**src/rtl/pt_pkg.sv**
```systemverilog
package pt_pkg;
   typedef enum logic {
      SW_ACT_LOW  = 1'b0,
      SW_ACT_HIGH = 1'b1
   } sw_pol_e;
endpackage

```
**src/rtl/pt_sync.sv**
```systemverilog
module pt_sync
   import pt_pkg::*;
#(
   parameter int      STAGES = 2,
   parameter sw_pol_e POL    = SW_ACT_HIGH
) (
   input  logic clk,
   input  logic rst,
   input  logic raw,
   output logic active
);
   localparam logic IDLE_LVL = (POL == SW_ACT_HIGH) ? 1'b0 : 1'b1;

   if (STAGES < 2) begin : g_bad
      $error("pt_sync: STAGES must be at least 2");
   end

   logic [STAGES-1:0] chain;

   always_ff @(posedge clk) begin
      if (rst) chain <= {STAGES{IDLE_LVL}};
      else     chain <= {chain[STAGES-2:0], raw};
   end

   if (POL == SW_ACT_HIGH) begin : g_hi
      assign active = chain[STAGES-1];
   end else begin : g_lo
      assign active = ~chain[STAGES-1];
   end
endmodule

```
**src/rtl/pt_bounce_mask.sv**
```systemverilog
module pt_bounce_mask #(
   parameter int TIMER_BITS = 23
) (
   input  logic clk,
   input  logic rst,
   input  logic active,
   output logic press
);
   localparam int MSB = TIMER_BITS - 1;
   localparam logic [TIMER_BITS-1:0] SAT_VAL = {1'b1, {(TIMER_BITS-1){1'b0}}};
   localparam logic [TIMER_BITS-1:0] ONE     = {{(TIMER_BITS-1){1'b0}}, 1'b1};

   if (TIMER_BITS < 2) begin : g_bad
      $error("pt_bounce_mask: TIMER_BITS must be at least 2");
   end

   logic [TIMER_BITS-1:0] timer;
   logic                  msb_q;

   always_ff @(posedge clk) begin
      if (rst) begin
         timer <= SAT_VAL;
         msb_q <= 1'b1;
      end else begin
         msb_q <= timer[MSB];
         if (active)          timer <= '0;
         else if (!timer[MSB]) timer <= timer + ONE;
      end
   end

   assign press = msb_q & ~timer[MSB];
endmodule

```
**src/rtl/pt_tick_div.sv**
```systemverilog
module pt_tick_div #(
   parameter int BITS = 24
) (
   input  logic clk,
   input  logic rst,
   output logic tick
);
   localparam logic [BITS-1:0] ONE = {{(BITS-1){1'b0}}, 1'b1};

   if (BITS < 1) begin : g_bad
      $error("pt_tick_div: BITS must be positive");
   end

   logic [BITS-1:0] cnt;

   always_ff @(posedge clk) begin
      if (rst) cnt <= '0;
      else     cnt <= cnt + ONE;
   end

   assign tick = &cnt;
endmodule

```
**src/rtl/pt_digit_chain.sv**
```systemverilog
module pt_digit_chain #(
   parameter int DIGIT_W    = 4,
   parameter int DIGIT_MAX  = 9,
   parameter int NUM_DIGITS = 2
) (
   input  logic                                clk,
   input  logic                                rst,
   input  logic                                step,
   output logic [NUM_DIGITS-1:0][DIGIT_W-1:0]  digits
);
   localparam logic [DIGIT_W-1:0] LAST = DIGIT_W'(DIGIT_MAX);
   localparam logic [DIGIT_W-1:0] ONE  = {{(DIGIT_W-1){1'b0}}, 1'b1};

   if (DIGIT_MAX < 1 || DIGIT_MAX >= (1 << DIGIT_W)) begin : g_bad
      $error("pt_digit_chain: DIGIT_MAX does not fit DIGIT_W");
   end

   logic [NUM_DIGITS:0] carry;
   assign carry[0] = step;

   for (genvar i = 0; i < NUM_DIGITS; i++) begin : g_dig
      logic at_last;
      assign at_last    = (digits[i] == LAST);
      assign carry[i+1] = carry[i] & at_last;

      always_ff @(posedge clk) begin
         if (rst)           digits[i] <= '0;
         else if (carry[i]) digits[i] <= at_last ? '0 : digits[i] + ONE;
      end
   end
endmodule

```
**src/rtl/pause_toggle_ctrl.sv**
```systemverilog
module pause_toggle_ctrl
   import pt_pkg::*;
#(
   parameter int      SYNC_STAGES   = 2,
   parameter sw_pol_e SW_POL        = SW_ACT_HIGH,
   parameter int      TIMER_BITS    = 23,
   parameter int      PRESCALE_BITS = 24,
   parameter int      DIGIT_W       = 4,
   parameter int      DIGIT_MAX     = 9
) (
   input  logic               clk,
   input  logic               rst,
   input  logic               sw_raw,
   output logic               run_en,
   output logic               press_pulse,
   output logic [DIGIT_W-1:0] digit_lo,
   output logic [DIGIT_W-1:0] digit_hi
);
   localparam int NUM_DIGITS = 2;

   logic sw_active;
   logic tick;
   logic [NUM_DIGITS-1:0][DIGIT_W-1:0] digits;

   pt_sync #(.STAGES(SYNC_STAGES), .POL(SW_POL)) u_sync (
      .clk(clk), .rst(rst), .raw(sw_raw), .active(sw_active));

   pt_bounce_mask #(.TIMER_BITS(TIMER_BITS)) u_mask (
      .clk(clk), .rst(rst), .active(sw_active), .press(press_pulse));

   always_ff @(posedge clk) begin
      if (rst)              run_en <= 1'b1;
      else if (press_pulse) run_en <= ~run_en;
   end

   pt_tick_div #(.BITS(PRESCALE_BITS)) u_div (
      .clk(clk), .rst(rst), .tick(tick));

   pt_digit_chain #(.DIGIT_W(DIGIT_W), .DIGIT_MAX(DIGIT_MAX),
                    .NUM_DIGITS(NUM_DIGITS)) u_digits (
      .clk(clk), .rst(rst), .step(tick & run_en), .digits(digits));

   assign digit_lo = digits[0];
   assign digit_hi = digits[1];
endmodule

```
**config.mk**
```make
export PLATFORM = sky130hd
export DESIGN_NAME = pause_toggle_ctrl
export DESIGN_NICKNAME = d
export VERILOG_FILES = /design/src/rtl/pt_pkg.sv /design/src/rtl/pt_sync.sv /design/src/rtl/pt_bounce_mask.sv /design/src/rtl/pt_tick_div.sv /design/src/rtl/pt_digit_chain.sv /design/src/rtl/pause_toggle_ctrl.sv
export SDC_FILE = /design/constraint.sdc
export NUM_CORES = 1
export LEC_CHECK = 0
export BUFFER_PORTS_ARGS = -buffer_cell sky130_fd_sc_hd__buf_2
export CAP_MARGIN = 20
export CORE_MARGIN = 2
export CORE_UTILIZATION = 35
export CTS_BUF_LIST = sky130_fd_sc_hd__clkbuf_4 sky130_fd_sc_hd__clkbuf_8 sky130_fd_sc_hd__clkbuf_16
export CTS_CLUSTER_SIZE = 40
export DETAILED_ROUTE_END_ITERATION = 7
export GPL_ROUTABILITY_DRIVEN = 0
export PLACE_DENSITY_LB_ADDON = 0.05
export SYNTH_ARGS = -nofsm -noshare
export SYNTH_HDL_FRONTEND = slang
export SYNTH_SLANG_ARGS = --single-unit
```
**constraint.sdc**
```tcl
create_clock -name clk -period 1.85 [get_ports clk]
set_input_delay 0 -clock clk [delete_from_list [all_inputs] [get_ports clk]]
set_output_delay 0 -clock clk [all_outputs]
set_load 0.05 [all_outputs]
```
======== Word level (Yosys, flattened, before mapping) ========
Cells that the tools add are included.
W data, S select, Z words.
word-level totals
  word-level logic and storage cells ...... 25
  output and inout port bits .............. 10
  input bits .............................. 3
  flip-flop bits (word level) ............. 59
operators by class
  eq/ne operators ......................... 2
  reductions and logical operators ........ 2
  add/subtract/negate cells ............... 4
  multiplexer cells ....................... 4
  bitwise operators ....................... 5
operator list
  operator                 count
  $mux W23                 2
  $add A24 B1 Y24 const B  1
  $reduce_and A24 Y1       1
  $add A23 B1 Y23 const B  1
  $add A4 B1 Y4 const B    2
  $eq A4 B4 Y1 const B     2
  $mux W4                  2
  $and A1 B1 Y1            3
  $not A1 Y1               2
  $reduce_or A2 Y1         1

======== Logic depth before layout (Yosys ltp) ========
Gate-level depths: netlist of the first run.
  depth in word-level cells ............... 3
  depth in mapped cells ................... 6

======== By module ========
From an unflattened synthesis of the first run, not the netlist that was laid out.
unflattened totals
  cells, all modules ...................... 302
  area total of the unflattened synthesis .. 2682.6 µm²
by module, submodules not included
  module             area each (µm²)  instances  sequential area each (µm²)  cells an instance
  pt_bounce_mask     1109.8           1          480.5                       126
  pt_tick_div        1073.5           1          480.5                       124
  pt_digit_chain     404.1            1          160.2                       44
  pt_sync            52.6             1          40.0                        4
  pause_toggle_ctrl  42.5             1          20.0                        4

======== Least setup slack after synthesis of the first run ========
OpenSTA, ideal clock, no wires.
  path kind ............................... flip-flop to flip-flop
  start point ............................. reg run_en
  end point ............................... reg u_digits.digits[6] in the netlist's numbering
  arrival ................................. 1959 ps
  cell stages (with the launch flop) ...... 6
  buffers on the path ..................... 1
  clock period less this slack ............ 2080 ps
  slack ................................... -230 ps
  required time ........................... 1729 ps
  cell sequence ........................... dfxtp_1 -> nand4_1 -> or4_4 -> buf_6 -> nor4_2 -> mux2_2
between the ends
  longest elaborated chain between the ends .. 2
ends and longest elaborated chain
  item                             RTL line                 text
  from (decl)                      pause_toggle_ctrl.sv:14  output logic run_en,
  from (signal assigned)           pause_toggle_ctrl.sv:33  else if (press_pulse) run_en <= ~run_en;
  $and A1 B1 Y1                    pause_toggle_ctrl.sv:41  .clk(clk), .rst(rst), .step(tick & run_en), .digits(digits));
  $and A1 B1 Y1                    pt_digit_chain.sv:24     assign carry[i+1] = carry[i] & at_last;
  to (signal, indexed assignment)  pt_digit_chain.sv:28     else if (carry[i]) digits[i] <= at_last ? '0 : digits[i] + ONE;
  to (decl)                        pt_digit_chain.sv:9      output logic [NUM_DIGITS-1:0][DIGIT_W-1:0] digits
Every way passes these cells.
A chain may end at the register's enable or synchronous reset.

======== Worst setup path in the final report of the first run ========
  start point ............................. reg u_div.cnt[8]
  end point ............................... reg u_digits.digits[1] in the netlist's numbering
between the ends
  longest elaborated chain between the ends .. 2
ends and longest elaborated chain
  item                    RTL line                 text
  from (decl)             pt_tick_div.sv:14        logic [BITS-1:0] cnt;
  from (signal assigned)  pt_tick_div.sv:18        else cnt <= cnt + ONE;
  $reduce_and A24 Y1      pt_tick_div.sv:21        assign tick = &cnt;
  $and A1 B1 Y1           pause_toggle_ctrl.sv:41
Every way passes these cells.

==> results of run 1 <==
## stage by stage
stage	worst slack (ns)	power, µW	util, %
after floorplan	-0.05619	1380	-
after global placement	0.01366	1411	42.34
after detailed placement	-0.01138	1409	42.34
after CTS	0.006028	2605	45.24
after global routing	-0.04730	2676	46.40
final	0.01995	2565	46.40
## power groups by stage
stage | combinational (µW) | sequential [µW] | clock [µW]
2_1_floorplan | 52.3 | 1330 | 0
3_3_place_gp | 87.2 | 1320 | 0
3_5_place_dp | 85.7 | 1320 | 0
4_1_cts | 90.0 | 1290 | 1220
5_1_grt | 98.9 | 1290 | 1280
6_report | 87.8 | 1290 | 1180
## cells in the mapped netlist, types with 2 or more instances
master | n | area, µm²
nor3_1 | 4 | 20.02
ha_1 | 2 | 25.02
and3_1 | 4 | 25.02
a31oi_1 | 2 | 12.51
or4_1 | 17 | 127.6
nand3_1 | 17 | 85.08
o31ai_1 | 16 | 120.1
mux2i_1 | 2 | 20.02
nor2_1 | 28 | 105.1
and4_1 | 2 | 17.52
or2_2 | 4 | 25.02
or3_1 | 12 | 75.07
nor4_1 | 6 | 37.54
buf_2 | 2 | 10.01
xnor2_1 | 12 | 105.1
dfxtp_1 | 59 | 1181
or4_4 | 2 | 22.52
nand2_1 | 16 | 60.06
nor2b_1 | 7 | 43.79
inv_1 | 13 | 48.80
clkbuf_1 | 8 | 30.03
o21ai_0 | 13 | 65.06
nand4_1 | 13 | 81.33
a21oi_1 | 28 | 140.1
xor2_1 | 9 | 78.83
## cell type report
cell class	count	area, µm²	area share, %
Clock buffer	11	145.1	4.090
Clock inverter	5	52.55	1.481
Inverter	13	48.80	1.375
Multi-Input combinational cell	232	1514	42.67
Sequential cell	59	1209	34.06
Tap cell	102	127.6	3.597
Timing Repair Buffer	63	451.7	12.73
## flip-flops by register name (all words and copies together), names as in the netlist
name,flops
run_en,1
u_digits.digits,8
u_div.cnt,24
u_mask.msb_q,1
u_mask.timer,23
u_sync.chain,2
## timing repair
action                                  in CTS  in global routing
buffers inserted                             0                  2
endpoints found under the hold margin        3                  0
pin swaps                                    2                  8
gates resized for setup                      1                 25
hold buffers                                 2                  0
endpoints found under the setup margin       6                 18
gates cloned                                 0                  1
## cells by family after synthesis
kind of cell | Yosys count
AO/OA/AOI/OAI | 63
XOR/XNOR | 21
adder cells (fa/ha/maj) | 2
buffers and inverters | 25
flip-flops | 59
multiplexers | 3
AND/OR/NAND/NOR | 142
## critical path, stage by stage (launching register included)
cell and delay (ns):
dfxtp_1 0.37, nand4_4 0.14, or4_4 0.60, or4_4 0.54, a21oi_2 0.12
## metal layers
metal  GRT usage [%]  routed length, µm  vias to the layer above
met4           5.970                 74                        0
met3           3.122                143                        5
li1                -                  -                     1289
met2           21.57               2641                       22
met5               0                  0                        -
met1           24.42               3520                     1143
## worst paths after layout
kind | start | to
setup reg to reg | u_div.cnt[8]$_SDFF_PP0_ | u_digits.digits[1]$_SDFFE_PP0P_
hold reg to reg | u_sync.chain[0]$_SDFF_PP0_ | u_sync.chain[1]$_SDFF_PP0_
setup / recovery | u_div.cnt[8]$_SDFF_PP0_ | u_digits.digits[1]$_SDFFE_PP0P_
hold / removal | u_sync.chain[0]$_SDFF_PP0_ | u_sync.chain[1]$_SDFF_PP0_
==> flow_summary_export.csv, run 1 <==
group,metric,value,unit
grt,grt_pass1_vias,2324,
synthesis,synth_async_sr_flop_share,0,%
placement,io_buffers,12,
critical_path,r2r.worst_path.cells,4,
route,count_of_vias_placed_by_the_detailed_router,2459,
synthesis,adder_and_majority_gate_portion_of_the_synthesized_area,0.9191,%
critical_path,timing.setup.critical_path_class,"register to register",
power,pwr-share-clk,46.1,%
critical_path,cp-start-kind,"register",
power,switch_pwr,581.6,µW
grt,grt_first_pass_wirelength,10830,µm
route,wl_per_cell,13.15,µm
route,post_dr_vias_cell,5.070,
critical_path,cp_data_arrival_time,2.10,ns
outcome,outcome,"finished clean",
power,pwr-share-comb,3.4,%
timing,setup_total_negative_slack,0,ns
floorplanning,die_width,92.20,µm
timing,worst_slew_pin_slew,0.4048,ns
synthesis,synth_simple_gate_area_share,30.24,%
timing,post-route-min-period,1.830,ns
timing,finalHoldWorstSlack,0.4484,ns
layout,instances_no_fill,485,
synthesis,synth_xor_area_share,6.756,%
floorplanning,core_region_area,7647,µm²
power,sequentialPowerShare,50.4,%
synthesis,syn_inst,315,
layout,filler_instances,766,
floorplanning,boundaryPins,13,
power,internal_power,1984,µW
floorplanning,rows,32,
synthesis,yosys-mux-area-fraction,1.149,%
floorplanning,die-area,8501,µm²
layout,area.growth.synth_to_final,30.33,%
route,postRouteAntennaNets,0,
layout,cell_area_after_layout,3548,µm²
clock_network,clock_latency,0.33,ns
synthesis,synth_nets,320,
clock_network,clk_root_buffer_cell,"clkbuf_8",
critical_path,ff2ff_setup_slack,0.02,ns
synthesis,synth_area_per_cell,8.643,µm²
grt,grt_start_max_net_pins,38,
layout,num_antenna_cells,0,
synthesis,number_of_enable_flip_flop_cells_after_synthesis,0,
power,cellPowerDensity,722.9,nW/µm²
grt,number_of_antenna_violations_at_the_first_check_in_global_routing,0,
route,post-route-drc-count,0,
synthesis,part_of_the_yosys_area_used_for_sequential_elements,43.38,%
layout,final_net_count,383,
critical_path,endpoint_kind,"register",
critical_path,crit_fanout,6,
timing,achievable-frequency,546.4,MHz
clock_network,path_clk_slew,0.07,ns
hold_path,hold-path-cell-count,1,
placement,placed_cells,464,
synthesis,yosys_warnings,0,
timing,unrepaired_setup_endpoints_after_global_routing,"true",
clock_network,cts_buffer_depth,2,
synthesis,syn_area,2723,µm²
power,worst_ir_drop_vdd,0.3848,mV
timing,slew_headroom,73.01,%
layout,mostFrequentLayoutCell,"buf_4",
layout,most-common-layout-cells,"48 x buf_4, 41 x dfxtp_1, 28 x nor2_1",
grt,globalRouteOverflowTotal,0,
synthesis,synth_flop_type,"dfxtp_1",
grt,grt_usage,15.90,%
route,detailedRoute.firstPassIterationCount,5,
placement,detailed_place_hpwl,4505,µm
power,net_sw_share,22.67,%
hold_path,hp-class,"register to register",
timing,period_share,98.92,%
synthesis,yosys.cell_types.count,42,
timing,finalSetupViolCount,0,
timing,timing_hold_violations_final,0,
route,initialDrtViolationCount,117,
layout,fraction_of_final_layout_cells_sized_beyond_drive_strength_1,30.55,%
flow_run,cap_violations,0,
clock_network,numCtsBuffers,9,
timing,final_max_slew_viol_count,0,
synthesis,synth.ff_latch_count,59,
clock_network,cts_sink_count,59,
critical_path,cp_data_required_time,2.12,ns
clock_network,cts_tree,"done",
route,drt-total-wl,6379,µm
clock_network,cts_htree_levels,3,
synthesis,compound_gate_fraction_of_synth_area,13.74,%
floorplanning,floorplan.die.height,92.20,µm
power,cellLeakagePower,0.001257,µW
timing,clock-skew-final,0.01117,ns
floorplanning,floorplan.initialDensity,35.60,%
placement,placement.cell_area,3238,µm²
synthesis,combinational_family_with_the_most_area_after_synthesis,"simple AND/OR/NAND/NOR gates",
No activity file was read; power rests on OpenSTA's default activity.
==> run 2: changes to the inputs <==
RECOVER_POWER = 100   (was not set)
clock period = 1.65 ns   (was 1.85 ns; I/O delays follow)
==> run 2 against run 1 <==
Against the previous run: the run now ends with negative setup slack left; utilization grew 5.0 points; register-to-register slack worse by 0.16 ns; critical path depth unchanged; wire length increased by 8.2%; first-iteration DRC count fell by 38%; global-route usage up 1.6 points; worst hold slack got worse by 0.33 ns; sequential power grew 12%; critical endpoint is now u_digits.digits[4]$_SDFFE_PP0P_; highest routed layer unchanged.
==> flow_summary_export.csv, run 2 (same netlist as run 1, synthesis figures left out) <==
group,metric,value,unit
outcome,outcome,"finished with violations",
outcome,failed_checks,"negative setup slack",
power,cellLeakagePower,0.001454,µW
layout,largest-register,"u_div.cnt",
grt,grt_pass1_vias,2431,
flow_run,cap_violations,0,
grt,grt_usage,17.46,%
layout,filler_instances,719,
floorplanning,rows,32,
floorplanning,floorplan.die.height,92.20,µm
power,switch_pwr,667.6,µW
timing,post-route-min-period,1.791,ns
layout,mostFrequentLayoutCell,"buf_4",
layout,instances_no_fill,518,
floorplanning,die_width,92.20,µm
timing,period_share,108.6,%
layout,area.growth.synth_to_final,44.39,%
placement,placed_cells,485,
clock_network,clock_latency,0.34,ns
floorplanning,core_region_area,7647,µm²
critical_path,ff2ff_setup_slack,-0.14,ns
timing,finalHoldWorstSlack,0.1167,ns
route,drt-total-wl,6902,µm
critical_path,cp_slowest_stage_delay,0.60,ns
route,wl_per_cell,13.32,µm
critical_path,crit_path_cell_trace,"nand4_1 > or4_4 > or4_1 > a21oi_2",
critical_path,cp-start-kind,"register",
route,detailedRoute.firstPassIterationCount,4,
critical_path,critical_path.slowest_cell,"or4_4",
route,initialDrtViolationCount,73,
clock_network,path_clk_slew,0.07,ns
clock_network,cts_buffer_depth,2,
critical_path,endpoint_kind,"register",
layout,fraction_of_final_layout_cells_sized_beyond_drive_strength_1,42.31,%
clock_network,cts_sink_count,59,
timing,unrepaired_setup_endpoints_after_global_routing,"true",
power,cellPowerDensity,737.0,nW/µm²
floorplanning,floorplan.initialDensity,35.60,%
placement,preCtsSetupSlack,-0.1901,ns
critical_path,critical-path-top-delay-family,"simple AND/OR/NAND/NOR gates",
timing,achievable-frequency,558.3,MHz
critical_path,critical_path.n_buffers_inverters,0,
timing,worst_slew_pin_slew,0.4034,ns
layout,most-common-layout-cells,"74 x buf_4, 34 x dfxtp_1, 28 x nor2_1",
grt,grt_first_pass_wirelength,11700,µm
power,pwr-share-clk,46.0,%
layout,leading_registers_by_flop_count,"u_div.cnt x24, u_mask.timer x23, u_digits.digits x8",
route,postRouteAntennaNets,0,
power,internal_power,2230,µW
timing,fin_ws,-0.1412,ns
critical_path,cp_data_required_time,1.93,ns
timing,finalSetupViolCount,18,
timing,slew_headroom,73.11,%
clock_network,cts_tree,"done",
clock_network,numCtsBuffers,9,
critical_path,timing.setup.critical_path_class,"register to register",
grt,globalRouteOverflowTotal,0,
timing,final_max_slew_viol_count,0,
placement,io_buffers,12,
route,post_dr_vias_cell,4.981,
floorplanning,boundaryPins,13,
power,sequentialPowerShare,49.9,%
clock_network,clk_root_buffer_cell,"clkbuf_8",
critical_path,crit_fanout,9,
hold_path,hp-class,"input pin to register",
route,post-route-drc-count,0,
timing,timing_hold_violations_final,0,
layout,num_antenna_cells,0,
grt,grt_start_max_net_pins,27,
grt,number_of_antenna_violations_at_the_first_check_in_global_routing,0,
power,worst_ir_drop_vdd,0.5135,mV
timing,clock-skew-final,0.01035,ns
critical_path,cp_data_arrival_time,2.08,ns
placement,detailed_place_hpwl,4580,µm
clock_network,cts_htree_levels,3,
layout,largest_register_ff_count,24,
power,net_sw_share,23.04,%
layout,final_net_count,416,
floorplanning,die-area,8501,µm²
route,count_of_vias_placed_by_the_detailed_router,2580,
power,pwr-share-comb,4.0,%
-- run 2: changes by cell type in the layout (fill, tap and decap cells not counted), moves of 4 or more --
| cell | change |
|---|---|
| buf_4 | +26 |
| dfxtp_2 | +6 |
| or4_1 | -4 |
| buf_6 | +8 |
| or4_4 | +4 |
| dfxtp_1 | -7 |
| a21oi_1 | -5 |
| a21oi_2 | +5 |
-- run 2: power groups by stage --
stage | Sequential [µW] | Combinational (µW) | Clock (µW)
after floorplan | 1490 | 58.9 | 0
after CTS | 1450 | 116 | 1380
after global routing | 1450 | 128 | 1470
final | 1450 | 117 | 1330
after global placement | 1480 | 110 | 0
after detailed placement | 1480 | 110 | 0
-- run 2: layout make-up --
class                           count  area [µm²]  share of cell area (%)
Timing Repair Buffer               96       726.9                   18.49
Tap cell                          102       127.6                   3.246
Clock buffer                       11       145.1                   3.692
Clock inverter                      5       52.55                   1.337
Multi-Input combinational cell    232        1610                   40.96
Inverter                           13       48.80                   1.241
Sequential cell                    59        1220                   31.03
-- run 2: per-layer routing --
| metal | up-vias | global-route usage, % | wire [µm] |
|---|---|---|---|
| met5 | - | 0 | 0 |
| met4 | 0 | 5.348 | 86 |
| met3 | 7 | 5.505 | 191 |
| met2 | 22 | 25.67 | 3011 |
| met1 | 1194 | 24.38 | 3613 |
| li1 | 1357 | - | - |
-- run 2: what timing repair did --
item	in CTS	in global routing
hold buffers	1	0
resized for setup	16	28
setup buffers	9	6
setup endpoints to repair	20	23
pin swaps	14	16
hold endpoints to repair	1	0
cloned	1	0
-- run 2: worst paths after layout --
kind                                                 start                              end  cells after the start
worst min register to register  u_sync.chain[0]$_SDFF_PP0_       u_sync.chain[1]$_SDFF_PP0_                      1
worst max register to register    u_div.cnt[18]$_SDFF_PP0_  u_digits.digits[4]$_SDFFE_PP0P_                      4
worst min-delay path                                   rst         u_div.cnt[20]$_SDFF_PP0_                      3
worst max-delay path              u_div.cnt[18]$_SDFF_PP0_  u_digits.digits[4]$_SDFFE_PP0P_                      4
-- run 2: per-stage QoR --
| stage | total power, µW | setup TNS [ns] | utilization, % | area [µm²] |
|---|---|---|---|---|
| 2_1_floorplan | 1547 | -0.7374 | - | 2809 |
| 3_3_place_gp | 1590 | -1.312 | 44.93 | 3436 |
| 3_5_place_dp | 1590 | -1.490 | 44.93 | 3436 |
| 4_1_cts | 2941 | -1.347 | 49.23 | 3765 |
| 5_1_grt | 3043 | -2.857 | 51.41 | 3931 |
| 6_report | 2897 | -1.533 | 51.41 | 3931 |
-- run 2: worst register-to-register path, stage by stage, from the launching register on --
cell and delay, ns:
dfxtp_2 0.35, nand4_1 0.12, or4_4 0.60, or4_1 0.54, a21oi_2 0.12
